### config.mk
export PLATFORM = sky130hd
export DESIGN_NAME = drive_ptr_fmt
export DESIGN_NICKNAME = d
export VERILOG_FILES = /design/src/rtl/drive_fmt_pkg.sv /design/src/rtl/drive_fmt_mode_dec.sv /design/src/rtl/drive_fmt_sync_gen.sv /design/src/rtl/drive_fmt_ptr_pack.sv /design/src/rtl/drive_ptr_fmt.sv
export SDC_FILE = /design/constraint.sdc
export NUM_CORES = 1
export LEC_CHECK = 0
export ABC_AREA = 1
export ABC_CLOCK_PERIOD_IN_PS = 2300
export BUFFER_PORTS_ARGS = -buffer_cell sky130_fd_sc_hd__buf_2
export CAP_MARGIN = 20
export CORE_MARGIN = 5
export CORE_UTILIZATION = 55
export CTS_CLUSTER_DIAMETER = 150
export DETAILED_ROUTE_END_ITERATION = 8
export PLACE_DENSITY = 0.9
export SLEW_MARGIN = 20
export SYNTH_ARGS = -nofsm -noshare
export SYNTH_HDL_FRONTEND = slang
export SYNTH_SLANG_ARGS = --single-unit
### constraint.sdc
create_clock -name clk -period 2.3 [get_ports clk]
set_input_delay 0.46 -clock clk [delete_from_list [all_inputs] [get_ports clk]]
set_output_delay 0.46 -clock clk [all_outputs]
set_load 0.02 [all_outputs]
### src/rtl/drive_fmt_pkg.sv
package drive_fmt_pkg;

    typedef enum logic [2:0] {
        ST_IDLE,
        ST_SYNC,
        ST_WR_IN,
        ST_WR_DATA,
        ST_WR_PTR,
        ST_RD_REQ,
        ST_RD_WAIT,
        ST_RD_OUT
    } fmt_state_e;

    typedef struct packed {
        logic enable;
        logic to_drive;
        logic ptr_en;
        logic mixed;
        logic sync;
    } fmt_mode_t;

endpackage

### src/rtl/drive_fmt_mode_dec.sv
module drive_fmt_mode_dec
    import drive_fmt_pkg::*;
(
    input  logic [4:0] mode_raw,
    output fmt_mode_t  mode_dec
);
    always_comb begin
        mode_dec.enable   = mode_raw[0];
        mode_dec.to_drive = mode_raw[0] & ~mode_raw[1];
        mode_dec.ptr_en   = mode_raw[0] &  mode_raw[1] & mode_raw[2];
        mode_dec.mixed    = mode_raw[0] &  mode_raw[1] & mode_raw[2] & mode_raw[3];
        mode_dec.sync     = mode_raw[0] &  mode_raw[1] & mode_raw[4];
    end
endmodule

### src/rtl/drive_fmt_sync_gen.sv
module drive_fmt_sync_gen #(
    parameter int DATA_W   = 8,
    parameter int SYNC_LEN = 12,
    localparam int SIDX_W  = $clog2(SYNC_LEN)
) (
    input  logic [SIDX_W-1:0] idx,
    output logic [DATA_W-1:0] sync_byte
);
    localparam logic [SIDX_W-1:0] LAST_IDX = SIDX_W'(SYNC_LEN - 1);

    always_comb begin
        if (idx == '0 || idx == LAST_IDX) begin
            sync_byte = '0;
        end else begin
            sync_byte = '1;
        end
    end
endmodule

### src/rtl/drive_fmt_ptr_pack.sv
module drive_fmt_ptr_pack #(
    parameter int GRP   = 8,
    localparam int CNT_W = $clog2(GRP)
) (
    input  logic           clk,
    input  logic           rst_n,
    input  logic           clr,
    input  logic           push,
    input  logic           flag,
    output logic [GRP-1:0] ptr_byte,
    output logic           grp_last
);
    typedef struct packed {
        logic [GRP-1:0]   bits;
        logic [CNT_W-1:0] cnt;
    } pack_t;

    pack_t d, q;

    always_comb begin
        d = q;
        if (clr) begin
            d.cnt = '0;
        end else if (push) begin
            d.bits[q.cnt] = flag;
            d.cnt         = (q.cnt == CNT_W'(GRP - 1)) ? '0 : q.cnt + 1'b1;
        end
    end

    always_ff @(posedge clk or negedge rst_n) begin
        if (!rst_n) begin
            q <= '0;
        end else begin
            q <= d;
        end
    end

    assign ptr_byte = q.bits;
    assign grp_last = (q.cnt == CNT_W'(GRP - 1));


    grp_wrap_chk: assert property (@(posedge clk) disable iff (!rst_n)
        (push && !clr && grp_last) |=> (q.bits[GRP-1] == $past(flag)));
endmodule

### src/rtl/drive_ptr_fmt.sv
module drive_ptr_fmt
    import drive_fmt_pkg::*;
#(
    parameter int DATA_W   = 8,
    parameter int ADDR_W   = 16,
    parameter int LEN_W    = 12,
    parameter int SYNC_LEN = 12
) (
    input  logic              clk,
    input  logic              rst_n,
    input  logic              start,
    input  logic [4:0]        mode,
    input  logic [LEN_W-1:0]  xfer_len,
    input  logic [ADDR_W-1:0] data_base,
    input  logic [ADDR_W-1:0] ptr_base,
    input  logic              rd_flag_cfg,
    input  logic              drv_in_valid,
    input  logic [DATA_W-1:0] drv_in_data,
    input  logic              drv_in_flag,
    output logic              drv_in_ready,
    output logic              drv_out_valid,
    output logic [DATA_W-1:0] drv_out_data,
    output logic              drv_out_flag,
    input  logic              drv_out_ready,
    output logic              mem_req,
    output logic              mem_we,
    output logic [ADDR_W-1:0] mem_addr,
    output logic [DATA_W-1:0] mem_wdata,
    input  logic              mem_gnt,
    input  logic              mem_rvalid,
    input  logic [DATA_W-1:0] mem_rdata,
    output logic              busy,
    output logic              done,
    output logic [LEN_W-1:0]  len_left,
    output logic [ADDR_W-1:0] data_addr
);
    localparam int SIDX_W = $clog2(SYNC_LEN);
    localparam logic [SIDX_W-1:0] SIDX_LAST = SIDX_W'(SYNC_LEN - 1);
    localparam logic [LEN_W-1:0]  LEN_ONE   = LEN_W'(1);

    typedef struct packed {
        fmt_state_e        state;
        fmt_mode_t         md;
        logic [LEN_W-1:0]  len;
        logic [ADDR_W-1:0] daddr;
        logic [ADDR_W-1:0] paddr;
        logic [SIDX_W-1:0] sidx;
        logic [DATA_W-1:0] byte_v;
        logic              need_ptr;
        logic              rd_flag;
        logic              done;
    } ctl_t;

    ctl_t d, q;

    fmt_mode_t         md_in;
    logic [DATA_W-1:0] sync_byte;
    logic [DATA_W-1:0] ptr_byte;
    logic              grp_last;
    logic              pk_push;
    logic              pk_clr;

    drive_fmt_mode_dec u_mode_dec (
        .mode_raw (mode),
        .mode_dec (md_in)
    );

    drive_fmt_sync_gen #(
        .DATA_W   (DATA_W),
        .SYNC_LEN (SYNC_LEN)
    ) u_sync_gen (
        .idx       (q.sidx),
        .sync_byte (sync_byte)
    );

    drive_fmt_ptr_pack #(
        .GRP (DATA_W)
    ) u_ptr_pack (
        .clk      (clk),
        .rst_n    (rst_n),
        .clr      (pk_clr),
        .push     (pk_push),
        .flag     (drv_in_flag),
        .ptr_byte (ptr_byte),
        .grp_last (grp_last)
    );

    always_comb begin
        d       = q;
        d.done  = 1'b0;
        pk_push = 1'b0;
        pk_clr  = 1'b0;
        unique case (q.state)
            ST_IDLE: begin
                if (start && md_in.enable) begin
                    d.md      = md_in;
                    d.len     = xfer_len;
                    d.daddr   = data_base;
                    d.paddr   = ptr_base;
                    d.rd_flag = rd_flag_cfg;
                    d.sidx    = '0;
                    pk_clr    = 1'b1;
                    if (md_in.to_drive) begin
                        d.state = (xfer_len == '0) ? ST_IDLE : ST_RD_REQ;
                        d.done  = (xfer_len == '0);
                    end else if (md_in.sync) begin
                        d.state = ST_SYNC;
                    end else begin
                        d.state = (xfer_len == '0) ? ST_IDLE : ST_WR_IN;
                        d.done  = (xfer_len == '0);
                    end
                end
            end
            ST_SYNC: begin
                if (mem_gnt) begin
                    d.daddr = q.daddr + 1'b1;
                    d.sidx  = q.sidx + 1'b1;
                    if (q.sidx == SIDX_LAST) begin
                        d.state = (q.len == '0) ? ST_IDLE : ST_WR_IN;
                        d.done  = (q.len == '0);
                    end
                end
            end
            ST_WR_IN: begin
                if (drv_in_valid) begin
                    d.byte_v   = drv_in_data;
                    d.need_ptr = q.md.ptr_en && grp_last;
                    pk_push    = 1'b1;
                    d.state    = ST_WR_DATA;
                end
            end
            ST_WR_DATA: begin
                if (mem_gnt) begin
                    d.daddr = q.daddr + 1'b1;
                    d.len   = q.len - 1'b1;
                    if (q.need_ptr) begin
                        d.state = ST_WR_PTR;
                    end else if (q.len == LEN_ONE) begin
                        d.state = ST_IDLE;
                        d.done  = 1'b1;
                    end else begin
                        d.state = ST_WR_IN;
                    end
                end
            end
            ST_WR_PTR: begin
                if (mem_gnt) begin
                    if (q.md.mixed) begin
                        d.daddr = q.daddr + 1'b1;
                    end else begin
                        d.paddr = q.paddr + 1'b1;
                    end
                    d.need_ptr = 1'b0;
                    d.state    = (q.len == '0) ? ST_IDLE : ST_WR_IN;
                    d.done     = (q.len == '0);
                end
            end
            ST_RD_REQ: begin
                if (mem_gnt) begin
                    d.state = ST_RD_WAIT;
                end
            end
            ST_RD_WAIT: begin
                if (mem_rvalid) begin
                    d.byte_v = mem_rdata;
                    d.state  = ST_RD_OUT;
                end
            end
            ST_RD_OUT: begin
                if (drv_out_ready) begin
                    d.daddr = q.daddr + 1'b1;
                    d.len   = q.len - 1'b1;
                    if (q.len == LEN_ONE) begin
                        d.state = ST_IDLE;
                        d.done  = 1'b1;
                    end else begin
                        d.state = ST_RD_REQ;
                    end
                end
            end
            default: d.state = ST_IDLE;
        endcase
    end

    always_ff @(posedge clk or negedge rst_n) begin
        if (!rst_n) begin
            q       <= '0;
            q.state <= ST_IDLE;
        end else begin
            q <= d;
        end
    end

    always_comb begin
        mem_req = (q.state == ST_SYNC) || (q.state == ST_WR_DATA) ||
                  (q.state == ST_WR_PTR) || (q.state == ST_RD_REQ);
        mem_we  = (q.state != ST_RD_REQ);
        if (q.state == ST_WR_PTR && !q.md.mixed) begin
            mem_addr = q.paddr;
        end else begin
            mem_addr = q.daddr;
        end
        if (q.state == ST_SYNC) begin
            mem_wdata = sync_byte;
        end else if (q.state == ST_WR_PTR) begin
            mem_wdata = ptr_byte;
        end else begin
            mem_wdata = q.byte_v;
        end
    end

    assign drv_in_ready  = (q.state == ST_WR_IN);
    assign drv_out_valid = (q.state == ST_RD_OUT);
    assign drv_out_data  = q.byte_v;
    assign drv_out_flag  = q.rd_flag;
    assign busy          = (q.state != ST_IDLE);
    assign done          = q.done;
    assign len_left      = q.len;
    assign data_addr     = q.daddr;


    req_hold_chk: assert property (@(posedge clk) disable iff (!rst_n)
        (mem_req && !mem_gnt) |=> (mem_req && $stable(mem_we) &&
                                   $stable(mem_addr) && $stable(mem_wdata)));


    out_hold_chk: assert property (@(posedge clk) disable iff (!rst_n)
        (drv_out_valid && !drv_out_ready) |=> (drv_out_valid && $stable(drv_out_data)));


    idle_quiet_chk: assert property (@(posedge clk) disable iff (!rst_n)
        !busy |-> (!mem_req && !drv_in_ready && !drv_out_valid));


    rd_no_write_chk: assert property (@(posedge clk) disable iff (!rst_n)
        (busy && q.md.to_drive) |-> !(mem_req && mem_we));


    done_len_chk: assert property (@(posedge clk) disable iff (!rst_n)
        done |-> (len_left == '0 && !busy));
endmodule

### Yosys cells after proc, flatten, opt, wreduce, memory -nomap -nowiden

Cells that the tools add are included.

* $add $sub $neg: 5
* magnitude comparators: 2
* equality and inequality tests: 22
* multiplexer cells: 59
* bitwise logic cells: 7
* reduce and logical (&&, ||, !) cells: 30

Operators by type and width (count)
* 16-bit case mux with 5 select lines: 1
* 16-bit 2-to-1 mux: 4
* 28-bit 2-to-1 mux: 2
* 56-bit 2-to-1 mux: 1
* 3-bit 2-to-1 mux: 15
* 12-bit case mux with 3 select lines: 1
* 16-bit by 1-bit adder with 16-bit output (second input constant): 2
* 32-bit 2-to-1 mux: 1
* 8-bit 2-to-1 mux: 4
* 16-bit case mux with 2 select lines: 1
* 12-bit zero test: 2
* 3-bit case mux with 8 select lines: 1
* 2-bit != test (second input constant): 10
* 1-bit 2-to-1 mux: 16
* 8-bit case mux with 2 select lines: 1
* 3-bit equality test (second input constant): 5
* 12-bit by 1-bit equality test with 1-bit output (second input constant): 1
* 12-bit by 1-bit subtractor with 12-bit output (second input constant): 1
* 2-bit nonzero test: 5
* 9-bit 2-to-1 mux: 1
* 3-bit AND reduction: 3
* 9-bit AND reduction: 1
* 8-bit bitwise mux: 1
* 2-bit 2-to-1 mux: 4
* 26 further kinds: 41

* bits in registers: 78
* input port bits: 74
* output and inout port bits: 67
* word-level logic and storage cells: 141

### Longest topological paths before layout

Gate-level depths: netlist (run 1).

* depth in word-level cells: 6
* depth in mapped cells: 11
* depth with buffers taken out: 9

### Hierarchy

Synthesis (run 1) repeated with hierarchy kept, for this count alone.

* cells, all modules: 937
* area, all modules: 5880.6 sq um

Modules (own cells, without submodules)
* drive_ptr_fmt: instances 1, cells each 832, area an instance 5116.2 sq um, seq. area each 1601.5 sq um
* drive_fmt_ptr_pack: instances 1, cells each 77, area an instance 620.6 sq um, seq. area each 275.3 sq um
* drive_fmt_sync_gen: instances 1, cells each 18, area an instance 93.8 sq um, seq. area each 0.0 sq um
* drive_fmt_mode_dec: instances 1, cells each 10, area an instance 50.0 sq um, seq. area each 0.0 sq um

### Least setup slack after synthesis (run 1)

No wires, ideal clock.

* kind: register -> output
* from: register q[65] in the netlist's numbering
* to: output port mem_addr[6]
* arrival time: 1620 ps
* required time: 1840 ps
* path slack: 220 ps
* stages on the path, launching flop included: 8
* path through: dfrtp_1 buf_6 nor2_8 nand2_2 nor2_1 buf_2 inv_1 o21ai_0

* cells in the longest elaborated chain, start to end: 3

Ends and longest elaborated chain
* from (decl): line drive_ptr_fmt.sv:54 `ctl_t d, q;`
* 3-bit equality test: line drive_ptr_fmt.sv:198 `if (q.state == ST_WR_PTR && !q.md.mixed) begin`
* 1-bit logical AND: line drive_ptr_fmt.sv:198
* 16-bit 2-to-1 mux: line drive_ptr_fmt.sv:198
* to (decl): line drive_ptr_fmt.sv:27 `output logic [ADDR_W-1:0] mem_addr,`

Every way passes these cells.

### Worst setup path in the final report (run 1)

* from: register q[64] in the netlist's numbering
* to: output port mem_addr[12]

The elaborated chain is that of the path after synthesis.

==> results of run 1 <==
-- final timing paths --
kind / start / endpoint / slack [ns] / cells after the start
worst max-delay path: q[64]$_DFFE_PN0P_ / mem_addr[12] / 0.06 / 7
worst min-delay path: rst_n / data_addr[12]$_DFFE_PN0P_ / 0.06 / 1
worst max register to register: q[64]$_DFFE_PN0P_ / data_addr[11]$_DFFE_PN0P_ / 0.36 / 10
worst min register to register: drv_out_flag$_DFFE_PN0P_ / drv_out_flag$_DFFE_PN0P_ / 0.49 / 2
max in group asynchronous: rst_n / q[66]$_DFFE_PN0P_ / 1.63 / 2
min in group clk: rd_flag_cfg / drv_out_flag$_DFFE_PN0P_ / 0.29 / 3
-- cell families (layout without fill, tap and decap cells) --
kind of cell,after synthesis,in the layout,share of synthesized area
AOI/OAI and AO/OA,136,136,0.1332
xor gates and xnor gates,4,4,0.006154
adders and majority gates,9,9,0.01978
buffers and inverters,139,258,0.1338
DFF,75,75,0.3296
muxes,4,4,0.007032
and+or+nand+nor,486,486,0.3705
-- per-layer routing --
layer	routed length, um	global-route usage	vias to the layer above
li1	-	-	2949
met1	6660	0.3288	2791
met2	7851	0.4261	277
met3	1402	0.05924	37
met4	415	0.08029	0
met5	0	0	-
-- metrics by stage --
| step | setup slack [ns] | total power [uW] | setup TNS, ns | hold WS (ns) | area, sq um |
|---|---|---|---|---|---|
| global placement | 0.3158 | 7800 | 0 | 0.4645 | 6221 |
| detailed placement | 0.3204 | 7960 | 0 | 0.4652 | 6221 |
| floorplan | 0.2202 | 6938 | 0 | 0.1644 | 5694 |
| finish | 0.06156 | 9194 | 0 | 0.06060 | 6558 |
| CTS | 0.02992 | 8974 | 0 | 0.07181 | 6431 |
| global route | -0.06165 | 9976 | -0.07888 | 0.08059 | 6558 |
-- power by group --
part	total [uW]	leakage (uW)	switching [uW]	internal, uW
Clock	962	0.0000871	563	399
Combinational	5600	0.00240	3690	1910
Sequential	2640	0.000936	724	1910
Total	9190	0.00342	4980	4220
-- layout make-up --
type | count | area [sq um]
tap | 136 | 170.2
multi-input combinational | 639 | 3082
sequential | 75 | 1881
clock inverter | 7 | 53.80
fill | 941 | 3674
inverter | 78 | 305.3
clock buffer | 9 | 123.9
timing repair buffer | 164 | 942.2
-- registers in the layout (all words and copies together) (netlist names) --
| signal | count |
|---|---|
| u_ptr_pack.q | 3 |
| data_addr | 16 |
| done | 1 |
| drv_out_flag | 1 |
| len_left | 12 |
| q | 26 |
| u_ptr_pack.ptr_byte | 8 |
| drv_out_data | 8 |
-- worst reg2reg max path: cells and delay by family (launching register included) --
kind | cells | cell delay [ns]
simple gates | 7 | 0.83
flops | 1 | 0.46
buf+inv | 3 | 0.53
-- what timing repair did --
| item | CTS | global route |
|---|---|---|
| gates resized for setup | 7 | 18 |
| gates cloned | 1 | 1 |
| pin swaps | 0 | 2 |
| buffers inserted | 1 | 8 |
| setup endpoints to repair | 18 | 24 |
-- placed cells by master, fill, tap and decap left out, drive strengths merged, types with 10 or more instances in the layout --
cell / count
nand2: 284
buf: 163
nor2: 120
inv: 78
dfrtp: 75
o21ai: 69
nand3: 64
a21oi: 37
a31oi: 18
nand4: 11
clkbuf: 10
==> impl_metrics.ini, run 1 <==
[place]
place.gp.congestion = 0.9409
post-place-cells = 1081
io_buffer_count = 140
dpl.hpwl_um = 11980

[routing]
finalWirelength_um = 16330
wire_per_inst_um = 14.74
drc = 1
drt.antenna.violating_nets = 0
detailroute.via_count = 6054
detail_route.iter0.violations = 514
post_drt_via_cell_ratio = 5.464
detail_route.first_pass.iterations = 8

[finish]
antenna_cells = 0
drive_gt1_frac = 0.2325
final_net_count = 1050
post_route_utilization = 0.6409
fin_cells = 1108
area_growth_syn_to_layout_pct = 15.16

[logic_synthesis]
synth-edff-count = 0
post-synth-top-area-fraction = 0.3296
synth_cells = 853
yosysUniqueCellTypes = 42
ys.flop_type = sky130_fd_sc_hd__dfrtp_1
synth_fp_nets = 936
netlist_area_sq_mm = 0.005694
syn_warnings = 0
synth_area_leaders = sky130_fd_sc_hd__dfrtp_1, sky130_fd_sc_hd__nand2_1, sky130_fd_sc_hd__nor2_1
synth_area_leader_cell = sky130_fd_sc_hd__dfrtp_1
yosysMostFrequentCell = sky130_fd_sc_hd__nand2_1
synth.yosys.seq_area_share = 0.3296
asyncSetResetFlopFracSynth = 1.000
synth_seq_cells = 75
synth.avg_cell_area_sq_um = 6.676
synth_top_cells_by_count = sky130_fd_sc_hd__nand2_1, sky130_fd_sc_hd__nor2_1, sky130_fd_sc_hd__dfrtp_1, sky130_fd_sc_hd__inv_1

[power]
static-leakage-power_uw = 0.003421
p_per_area_mw_per_mm2 = 1402
ir_drop_mv = 0.6185

[cts]
cts_num_sinks = 75
post_cts_hold_fix_bufs = 0
ctsRootBufferMaster = sky130_fd_sc_hd__clkbuf_8
tritoncts_clock_tree = done
clk_path_buf_depth = 2
clock_latency_ns = 0.36
clkSlewWorstSetupHoldPaths_ns = 0.09
tritoncts.num_buffers = 9
h_tree_lvls = 3

[worst_setup_path]
crit_fanout = 8
crit_slowest_cell = sky130_fd_sc_hd__dfrtp_2
critical_path.startpoint_type = flop
critical_path_arrival_ns = 1.78
cp.required_ns = 1.84
crit_type = reg -> out
path_cells = nor2_8 -> nand2_4 -> nor2_4 -> buf_8 -> nand2_1 -> o21ai_0 -> buf_4
cpLargestDelayFamily = flip-flops
cp_slowest_stage_delay_ns = 0.46
cp-end-kind = output port
timing.critical_path.buf_inv = 2

[floorplanning]
chipHeight_um = 111.8
io_pins = 141
fp.coreArea_sq_mm = 0.01023
dieArea_sq_mm = 0.01249
horizontal_die_dimension_um = 111.8
fp-row-count = 37
floorplan.initialDensity = 0.5566

[grt]
global_route_wire_length_before_repair_um = 26360
globalRouteOverflowTotal = 0
via_count_of_the_first_global_routing_pass = 5442
global_routing_usage_summed_across_all_routing_layers = 0.2553
initial_antenna_violation_count = 0
grt_start_max_net_pins = 41

[timing]
timing_worst_slew_pin_value_ns = 0.8411
fmaxAchievable_mhz = 446.7
skew_ns = 0.01108
finalHoldViolCount = 0
timing.max_slew.rel_slack = 0.4372
setup_viol_count_final = 0
share_of_the_cycle_needed_by_the_critical_path_after_routing = 0.9732
fin_crit_ns = 2.238
slew_violations = 0

[run_status]
status = finished, violations left
failed_checks = DRC

[hold_path]
min-delay-path-class = in -> async

[flow_run]
maxcap_viol_count = 0
No activity file was read; power rests on OpenSTA's default activity.
==> run 2: changes to the inputs <==
--- a/config.mk
+++ b/config.mk
@@ -6,7 +6,7 @@
 export NUM_CORES = 1
 export LEC_CHECK = 0
 export ABC_AREA = 1
-export ABC_CLOCK_PERIOD_IN_PS = 2300
+export ABC_CLOCK_PERIOD_IN_PS = 2230
 export BUFFER_PORTS_ARGS = -buffer_cell sky130_fd_sc_hd__buf_2
 export CAP_MARGIN = 20
 export CORE_MARGIN = 5
==> constraint.sdc (replaced) <==
create_clock -name clk -period 2.23 [get_ports clk]
set_input_delay 0.446 -clock clk [delete_from_list [all_inputs] [get_ports clk]]
set_output_delay 0.446 -clock clk [all_outputs]
set_load 0.02 [all_outputs]
==> run 2 against run 1 <==
  * The run now ends clean
  * Critical path depth unchanged
  * Global-route usage up 0.90 points
  * Flip-flop and latch count unchanged
  * Via count unchanged
  * Clock-buffer cell count unchanged
  * Power up 8.5%
  * Combinational power up 5.4%
  * Critical path type unchanged
  * Highest routed layer unchanged
==> impl_metrics.ini, run 2 (synthesis results as in run 1) <==
[grt]
global_route_wire_length_before_repair_um = 27040
globalRouteOverflowTotal = 0
grt_start_max_net_pins = 46
via_count_of_the_first_global_routing_pass = 5651
global_routing_usage_summed_across_all_routing_layers = 0.2643
initial_antenna_violation_count = 0

[timing]
hold_slack_ns = 0.004627
skew_ns = 0.01060
share_of_the_cycle_needed_by_the_critical_path_after_routing = 0.9863
finalHoldViolCount = 0
setup_viol_count_final = 0
timing_worst_slew_pin_value_ns = 0.8500
grt_setup_unrepaired = yes
slew_violations = 0
timing.max_slew.rel_slack = 0.4313
fmaxAchievable_mhz = 454.6
fin_crit_ns = 2.200

[routing]
post_drt_via_cell_ratio = 5.459
detail_route.iter0.violations = 435
detailroute.via_count = 6054
wire_per_inst_um = 14.84
drt.antenna.violating_nets = 0
finalWirelength_um = 16450
detail_route.first_pass.iterations = 6
drc = 0

[power]
ir_drop_mv = 0.8395
switching_share = 0.5177
p_per_area_mw_per_mm2 = 1488
p_comb_frac = 0.591
switching_power_uw = 5165
design_power_total_uw = 9977
internal_power_uw = 4812
power.share.clock = 0.135
sequentialPowerShare = 0.273
static-leakage-power_uw = 0.003478

[cts]
tritoncts.num_buffers = 9
cts_num_sinks = 75
ctsRootBufferMaster = sky130_fd_sc_hd__clkbuf_8
clkSlewWorstSetupHoldPaths_ns = 0.09
post_cts_hold_fix_bufs = 0
clock_latency_ns = 0.39
tritoncts_clock_tree = done
clk_path_buf_depth = 2
h_tree_lvls = 3

[finish]
area_growth_syn_to_layout_pct = 17.73
multi_input_area_sq_mm = 0.003113
regMostFlops = q
area_of_all_sequential_standard_cells_sq_mm = 0.001881
final_net_count = 1051
flip_flop_count_of_the_largest_register_all_copies_and_words_added = 26
layout_commonest_cell = sky130_fd_sc_hd__nand2_1
post_route_utilization = 0.6553
final_cell_mix = sky130_fd_sc_hd__nand2_1, sky130_fd_sc_hd__buf_2, sky130_fd_sc_hd__nor2_1
antenna_cells = 0
drive_gt1_frac = 0.2415
layout.filler_cells = 937

[floorplanning]
io_pins = 141
floorplan.initialDensity = 0.5566
fp.coreArea_sq_mm = 0.01023
dieArea_sq_mm = 0.01249
chipHeight_um = 111.8
horizontal_die_dimension_um = 111.8
fp-row-count = 37

[hold_path]
min-delay-path-class = in -> async

[worst_setup_path]
crit_type = reg -> out
cp_slowest_stage_delay_ns = 0.46
cp.required_ns = 1.78
path_common_cell = sky130_fd_sc_hd__nand2_1
critical_path_arrival_ns = 1.75
crit_slowest_cell = sky130_fd_sc_hd__dfrtp_2
crit_fanout = 14
critical_path.startpoint_type = flop
cpLargestDelayFamily = simple AND/OR/NAND/NOR gates
timing.critical_path.buf_inv = 2
cp-end-kind = output port
rrSetupSlack_ns = 0.19
path_cells = nor2_8 -> nand2_4 -> nor2_4 -> buf_6 -> nand2_1 -> nand2_1 -> buf_2

[place]
dpl.hpwl_um = 12310
place.gp.congestion = 0.9569
io_buffer_count = 140

[flow_run]
maxcap_viol_count = 0

[run_status]
status = finished clean
-- run 2: cell count changes in the layout (fill, tap and decap cells not counted), sizes merged --
| cell | change |
|---|---|
| buf | +2 |
| inv | +2 |
| clkbuf | -1 |
| clkinv | -4 |
| bufinv | +3 |
| clkinvlp | -1 |
-- run 2: worst reg2reg max path: cells and delay by family, from the launching register on --
| family | cells | cell delay [ns] |
|---|---|---|
| buffers and inverters | 3 | 0.54 |
| and+or+nand+nor | 7 | 0.93 |
| DFF | 1 | 0.46 |
-- run 2: final cells by class --
class | count | area share
clock buffer | 9 | 0.01848
clock inverter | 7 | 0.01848
inverter | 78 | 0.04591
multi-input combinational | 639 | 0.4644
sequential | 75 | 0.2805
tap | 136 | 0.02538
timing repair buffer | 165 | 0.1469
-- run 2: path summary, 6_finish.rpt --
kind                                           from                     endpoint  cells past startpoint
setup / recovery                  q[64]$_DFFE_PN0P_                  mem_addr[2]                      7
hold / removal                                rst_n     data_addr[7]$_DFFE_PN0P_                      1
setup reg to reg                  q[64]$_DFFE_PN0P_    data_addr[11]$_DFFE_PN0P_                     10
hold reg to reg            drv_out_flag$_DFFE_PN0P_     drv_out_flag$_DFFE_PN0P_                      2
max in group asynchronous                     rst_n  u_ptr_pack.q[1]$_DFFE_PN0P_                      2
min in group clk                        rd_flag_cfg     drv_out_flag$_DFFE_PN0P_                      3
-- run 2: repair_timing --
action / CTS / global route
pin swaps: 0 / 3
setup endpoints to repair: 24 / 24
cloned: 2 / 0
endpoints found under the hold margin: 0 / 0
gates resized for setup: 10 / 54
setup buffers: 3 / 6
-- run 2: power groups by stage --
| stage | clock network (uW) | registers, uW | logic, uW |
|---|---|---|---|
| detailed placement | 0 | 2720 | 5490 |
| finish | 1350 | 2730 | 5900 |
| global placement | 0 | 2700 | 5360 |
| floorplan | 0 | 2460 | 4690 |
| global route | 1430 | 2810 | 6530 |
| CTS | 1350 | 2700 | 5610 |
-- run 2: routing by layer --
| metal | vias to the layer above | GRT usage | share of wire |
|---|---|---|---|
| li1 | 2948 | - | - |
| met1 | 2782 | 0.3269 | 0.41 |
| met2 | 274 | 0.4373 | 0.49 |
| met3 | 50 | 0.06739 | 0.073 |
| met4 | 0 | 0.1135 | 0.033 |
| met5 | - | 0 | 0 |
-- run 2: metrics by stage --
| stage | TNS (ns) | cell area, sq um | std cells | worst slack (ns) |
|---|---|---|---|---|
| floorplan | 0 | 5694 | 853 | 0.1642 |
| global placement | 0 | 6228 | 1082 | 0.2695 |
| detailed placement | 0 | 6228 | 1082 | 0.2532 |
| CTS | -0.006923 | 6541 | 1103 | -0.002797 |
| global route | -0.2692 | 6704 | 1109 | -0.07909 |
| finish | 0 | 6704 | 1109 | 0.03044 |
